[src/rtl/fpsm_pkg.sv]
`timescale 1ns/1ps
// Package: shared types and codes for the sign-injection / min-max unit.
// Assumes: operation codes are fixed by the instruction decode that drives the unit.
package fpsm_pkg;

    typedef enum logic {
        GRP_SIGN   = 1'b0,
        GRP_MINMAX = 1'b1
    } op_grp_e;

    localparam logic [1:0] SJ_COPY = 2'd0;
    localparam logic [1:0] SJ_NEG  = 2'd1;
    localparam logic [1:0] SJ_XOR  = 2'd2;
    localparam logic [1:0] MM_MIN  = 2'd0;
    localparam logic [1:0] MM_MAX  = 2'd1;

    typedef struct packed {
        logic is_nan;
        logic is_snan;
    } fp_class_t;

endpackage

[src/rtl/fpsm_classify.sv]
`timescale 1ns/1ps
// Module: fpsm_classify
// Flags an operand as NaN and, if so, as signaling (quiet bit clear).
// Assumes: IEEE-754 binary layout with EXPW exponent bits under the sign.
module fpsm_classify
    import fpsm_pkg::*;
#(
    parameter int FLEN = 32,
    parameter int EXPW = 8
) (
    input  logic [FLEN-1:0] opnd,
    output fp_class_t       cls
);
    localparam int MANW = FLEN - 1 - EXPW;

    logic exp_ones;
    logic man_nz;

    // Decode the exponent and mantissa fields into NaN class bits.
    always_comb begin
        exp_ones    = &opnd[FLEN-2 -: EXPW];
        man_nz      = |opnd[MANW-1:0];
        cls.is_nan  = exp_ones && man_nz;
        cls.is_snan = exp_ones && man_nz && !opnd[MANW-1];
    end
endmodule

[src/rtl/fpsm_sgnj.sv]
`timescale 1ns/1ps
// Module: fpsm_sgnj
// Replaces operand A's sign by a sign derived from operand B; never flags.
// Assumes: code 3 is unsupported and reported through code_ok.
module fpsm_sgnj
    import fpsm_pkg::*;
#(
    parameter int FLEN = 32
) (
    input  logic [FLEN-1:0] opnd_a,
    input  logic [FLEN-1:0] opnd_b,
    input  logic [1:0]      sub,
    output logic [FLEN-1:0] res,
    output logic            code_ok
);
    logic sgn;

    // Choose the injected sign bit for the requested sub-operation.
    always_comb begin
        code_ok = 1'b1;
        unique case (sub)
            SJ_COPY: sgn = opnd_b[FLEN-1];
            SJ_NEG:  sgn = ~opnd_b[FLEN-1];
            SJ_XOR:  sgn = opnd_a[FLEN-1] ^ opnd_b[FLEN-1];
            default: begin
                sgn     = 1'b0;
                code_ok = 1'b0;
            end
        endcase
        res = {sgn, opnd_a[FLEN-2:0]};
    end
endmodule

[src/rtl/fpsm_minmax.sv]
`timescale 1ns/1ps
// Module: fpsm_minmax
// Selects the minimum or maximum of two operands with NaN handling:
// signaling NaN in B wins priority, then signaling NaN in A, then quiet NaNs.
// Assumes: class inputs come from fpsm_classify on the same operands.
module fpsm_minmax
    import fpsm_pkg::*;
#(
    parameter int FLEN = 32,
    parameter int EXPW = 8
) (
    input  logic [FLEN-1:0] opnd_a,
    input  logic [FLEN-1:0] opnd_b,
    input  fp_class_t       cls_a,
    input  fp_class_t       cls_b,
    input  logic [1:0]      sub,
    output logic [FLEN-1:0] res,
    output logic            invalid,
    output logic            code_ok
);
    localparam int MANW = FLEN - 1 - EXPW;
    localparam logic [FLEN-1:0] CANON_NAN = {1'b0, {EXPW{1'b1}}, 1'b1, {(MANW-1){1'b0}}};

    logic a_lt_b;
    logic pick_a;

    // Signed-magnitude ordering; -0 orders below +0 through the sign test.
    always_comb begin
        if (opnd_a[FLEN-1] != opnd_b[FLEN-1])
            a_lt_b = opnd_a[FLEN-1];
        else if (!opnd_a[FLEN-1])
            a_lt_b = opnd_a[FLEN-2:0] < opnd_b[FLEN-2:0];
        else
            a_lt_b = opnd_a[FLEN-2:0] > opnd_b[FLEN-2:0];
        pick_a = (sub == MM_MIN) ? (a_lt_b || opnd_a == opnd_b) : !a_lt_b;
    end

    // Apply NaN priority, then the numeric choice.
    always_comb begin
        code_ok = (sub == MM_MIN) || (sub == MM_MAX);
        invalid = 1'b0;
        if (cls_b.is_snan) begin
            res     = opnd_a;
            invalid = 1'b1;
        end else if (cls_a.is_snan) begin
            res     = opnd_b;
            invalid = 1'b1;
        end else if (cls_a.is_nan && cls_b.is_nan) begin
            res = CANON_NAN;
        end else if (cls_a.is_nan) begin
            res = opnd_b;
        end else if (cls_b.is_nan) begin
            res = opnd_a;
        end else begin
            res = pick_a ? opnd_a : opnd_b;
        end
    end
endmodule

[src/rtl/fp_signmm_unit.sv]
`timescale 1ns/1ps
// Module: fp_signmm_unit (top)
// Sign injection and min/max on two floating-point operands, one register
// stage on the output, result zero-extended to 64 bits.
// Assumes: FLEN is 32 or 64; inputs are sampled only when in_valid is high.
module fp_signmm_unit
    import fpsm_pkg::*;
#(
    parameter int FLEN = 32
) (
    input  logic            clk,
    input  logic            rst_n,
    input  logic            in_valid,
    input  logic            op_group,
    input  logic [1:0]      op_sub,
    input  logic [FLEN-1:0] opnd_a,
    input  logic [FLEN-1:0] opnd_b,
    output logic            out_valid,
    output logic [63:0]     out_result,
    output logic            out_invalid
);
    localparam int OUT_W = 64;
    localparam int EXPW  = (FLEN == 64) ? 11 : 8;
    localparam int NOPND = 2;

    logic [FLEN-1:0] opnd [NOPND];
    fp_class_t       cls  [NOPND];
    logic [FLEN-1:0] sj_res, mm_res, nxt_res, res_q;
    logic            sj_ok, mm_ok, mm_inv, nxt_inv;
    op_grp_e         grp;

    assign opnd[0] = opnd_a;
    assign opnd[1] = opnd_b;
    assign grp     = op_grp_e'(op_group);

    for (genvar g = 0; g < NOPND; g++) begin : g_cls
        fpsm_classify #(.FLEN(FLEN), .EXPW(EXPW)) u_cls (
            .opnd (opnd[g]),
            .cls  (cls[g])
        );
    end

    fpsm_sgnj #(.FLEN(FLEN)) u_sgnj (
        .opnd_a  (opnd_a),
        .opnd_b  (opnd_b),
        .sub     (op_sub),
        .res     (sj_res),
        .code_ok (sj_ok)
    );

    fpsm_minmax #(.FLEN(FLEN), .EXPW(EXPW)) u_mm (
        .opnd_a  (opnd_a),
        .opnd_b  (opnd_b),
        .cls_a   (cls[0]),
        .cls_b   (cls[1]),
        .sub     (op_sub),
        .res     (mm_res),
        .invalid (mm_inv),
        .code_ok (mm_ok)
    );

    // Pick the active group's result; unsupported codes yield zero, no flag.
    always_comb begin
        nxt_res = '0;
        nxt_inv = 1'b0;
        if (grp == GRP_SIGN) begin
            if (sj_ok) nxt_res = sj_res;
        end else if (mm_ok) begin
            nxt_res = mm_res;
            nxt_inv = mm_inv;
        end
    end

    // Output register: loads on in_valid, holds otherwise.
    always_ff @(posedge clk) begin
        if (!rst_n) begin
            out_valid   <= 1'b0;
            res_q       <= '0;
            out_invalid <= 1'b0;
        end else begin
            out_valid <= in_valid;
            if (in_valid) begin
                res_q       <= nxt_res;
                out_invalid <= nxt_inv;
            end
        end
    end

    if (FLEN < OUT_W) begin : g_zext
        assign out_result = {{(OUT_W-FLEN){1'b0}}, res_q};
    end else begin : g_full
        assign out_result = res_q;
    end
endmodule

[config.mk]
export PLATFORM = sky130hd
export DESIGN_NAME = fp_signmm_unit
export DESIGN_NICKNAME = d
export VERILOG_FILES = /design/src/rtl/fpsm_pkg.sv /design/src/rtl/fpsm_classify.sv /design/src/rtl/fpsm_sgnj.sv /design/src/rtl/fpsm_minmax.sv /design/src/rtl/fp_signmm_unit.sv
export SDC_FILE = /design/constraint.sdc
export NUM_CORES = 1
export LEC_CHECK = 0
export BUFFER_PORTS_ARGS = -buffer_cell sky130_fd_sc_hd__buf_2
export CORE_ASPECT_RATIO = 1.1
export CORE_MARGIN = 4
export CORE_UTILIZATION = 41
export DETAILED_ROUTE_END_ITERATION = 10
export GPL_TIMING_DRIVEN = 0
export PLACE_DENSITY = 0.68
export SLEW_MARGIN = 25
export SYNTH_ARGS = -nofsm -noshare
export SYNTH_HDL_FRONTEND = slang
export SYNTH_SLANG_ARGS = --single-unit
[constraint.sdc]
create_clock -name clk -period 7.8 [get_ports clk]
set_input_delay 1.56 -clock clk [delete_from_list [all_inputs] [get_ports clk]]
set_output_delay 1.56 -clock clk [all_outputs]
set_load 0.02 [all_outputs]
==> results.py <==
metrics = {
    "outcome": {
        "outcome": "completed",
    },
    "timing": {
        "fin_crit_ns": 4.32,
        "hold_violations": 0,
        "fmax_mhz": 231,
        "tns_ns": 0,
        "slew_viol_final": 0,
        "maxSlewHeadroom": 0.422,
        "fin_worst_skew_ns": 0,
        "fin_hold_ws_ns": 0.468,
        "period_share": 0.554,
        "setup_ws_ns": 3.48,
        "rsz0062_at_grt": "false",
        "worst_pin_slew_ns": 0.862,
        "setup_viol": 0,
    },
    "worst_setup_path": {
        "critPathKind": "in2reg",
        "critPathLaunch": "opnd_b[21]",
        "timing.rr.start": "res_q[22]",
        "crit_arrival_ns": 4.55,
        "r2r.worst_path.cells": 4,
        "timing.rr.end": "res_q[22]",
        "cp_data_required_time_ns": 8.02,
        "startpoint_type": "primary input",
        "rrSetupSlack_ns": 6.75,
        "endpoint_kind": "register",
        "worstPathMaxFanout": 10,
    },
    "clock_tree": {
        "cts-root-buf": "clkbuf_8",
        "cts-resized-gates": 0,
        "cts_buffer_depth": 2,
        "cts_hold_buf": 0,
        "clk_latency_ns": 0.30,
        "h-tree-depth": 2,
        "numClockSinks": 34,
        "post_cts_buffers": 0,
        "cts.reportedPaths.clkPinSlew_ns": 0.08,
        "cts_tree": "yes",
        "cts_buffers": 5,
    },
    "layout": {
        "final_cell_area_um2": 4370,
        "multi_input_area_um2": 2450,
        "diodes": 0,
        "nNetsFinal": 713,
        "area_delta_synth_final_pct": 24.3,
        "regArea_um2": 681,
        "drive_above_1_share": 0.263,
        "fillCellCount": 862,
    },
    "detailed_routing": {
        "vias": 3991,
        "drc": 0,
        "drt_first_iter_violations": 200,
        "drtPass1Iterations": 5,
        "ant_nets": 0,
        "avgViaCountPerCell": 5.51,
        "wirelength_um": 11600,
        "wire_per_inst_um": 16.1,
    },
    "grt": {
        "grt_pass1_vias": 3732,
        "grt_overflow": 0,
        "busiest_layer": "met2",
        "grt_use_met1": 0.301,
        "gr-usage-met2": 0.384,
        "grt_max_degree": 12,
        "track_usage": 0.230,
        "grt_pass1_wl_um": 18500,
        "grt_antenna_before_repair": 0,
        "met3_usage": 0.0331,
    },
    "place": {
        "dpl_worst_slack_ns": 3.32,
        "dp_hpwl_um": 9330,
        "gp_congestion": 0.945,
        "placed_cell_area_um2": 4280,
        "portBuffers": 101,
    },
    "power_and_ir_drop": {
        "ir_worst_vdd_uv": 65.3,
        "power_per_cell_area_nw_per_um2": 129,
        "p_leak_nw": 2.21,
    },
    "hold_path": {
        "min_path_cells": 2,
        "hp-class": "reg2reg",
        "hold_end": "res_q[30]",
        "hold_start": "res_q[30]",
    },
    "yosys": {
        "syn_area_um2": 3520,
        "synth_area_leaders": "dfxtp_1, ha_1, o21ai_0, a21o_1, buf_4",
        "ys_ff_latch": 34,
        "synth_top_area_share": 0.193,
        "yosysWarnings": 0,
        "synth_ff_type": "dfxtp_1",
        "synth_top_cell_by_area": "dfxtp_1",
        "yosysUniqueCellTypes": 55,
        "syn_avg_cell_area_um2": 7.44,
        "synth_edf_count": 0,
        "syn_inst": 473,
        "async_flop_share": 0,
        "synth-seq-area-share": 0.193,
    },
    "die": {
        "die_y_um": 105,
        "dieWidth_um": 96.3,
        "rows": 35,
        "start_util": 0.421,
        "core_area_um2": 8360,
        "die-area_um2": 10100,
        "pin_count": 136,
    },
    "flow_run": {
        "drv_cap": 0,
    },
}
## power breakdown
part	leakage, nW	total (mW)	switching [mW]	internal (mW)
clock network	0.0472	0.147	0.0754	0.0711
logic	1.88	0.227	0.139	0.0880
registers	0.280	0.192	0.00576	0.186
total	2.21	0.565	0.220	0.345
## per-stage QoR
step,utilization,power (mW),instances
after global placement,0.512,0.417,716
after CTS,0.523,0.566,724
after global routing,0.523,0.599,724
after detailed placement,0.512,0.420,716
after floorplan,-,0.346,504
final,0.523,0.565,724
## cells by family after synthesis
group / count (synthesis) / synth area share
compound gates: 214 / 0.406
simple gates: 94 / 0.144
xor+xnor: 1 / 0.00249
other cells: 1 / 0.00107
fa+ha+maj: 31 / 0.110
flops: 34 / 0.193
buf+inv: 98 / 0.142
## placed cells by master, fill, tap and decap left out, types with 14 or more instances in the layout
cell type and count:
nor2_1 14, inv_1 40, a31oi_1 21, conb_1 32, a21oi_1 36, clkbuf_1 19, buf_2 105, a21o_1 40
ha_1 31, nand2_1 23, buf_4 32, o21ai_0 61, dfxtp_1 34
## state kept, by name, summed over array words and instances, names as in the netlist
signal / flops
res_q: 32
out_valid: 1
out_invalid: 1
## how the worst max path moves through the flow
stage | end | cells after the start
2_1_floorplan | res_q[18] | 10
3_3_place_gp | res_q[17] | 10
3_5_place_dp | res_q[17] | 10
4_1_cts | res_q[17] | 10
5_1_grt | res_q[17] | 10
6_report | res_q[17] | 10
## metal layers
layer  share of wire  up-vias
met5               0        -
li1                -     1970
met4           0.025        0
met1            0.43     1849
met3           0.063       26
met2            0.48      146
## cells in the mapped netlist (3+ instances only)
master	count
a31oi_1	21
nand4_1	12
nand3b_1	3
inv_1	40
nor2_1	14
dfxtp_1	34
and2_1	3
a21oi_1	36
and3_1	4
o221ai_1	8
buf_2	4
o211ai_1	6
buf_4	32
o21ai_1	11
clkbuf_1	19
nor3_1	4
o21a_1	5
nand2_1	23
nor4_1	11
nand2b_1	4
nand3_1	9
a21o_1	40
ha_1	31
o21ai_0	61
## cell type report
type                       instances  share of cell area
tap                              111              0.0318
buffer                            58              0.0801
sequential                        34               0.156
clock buffer                       6              0.0189
clock inverter                     2             0.00286
multi-input combinational        372               0.561
inverter                          40              0.0343
timing repair buffer             101               0.116
## critical path: stages
cell       delay (ns)
buf_2            0.12
nor4_1           0.65
nand4_1          0.35
o21ai_2          0.38
nand2_1          0.11
a31o_4           0.25
a2111oi_4        0.66
buf_6            0.23
o21ai_1          0.07
a21oi_1          0.15
No activity file was read; power rests on OpenSTA's default activity.
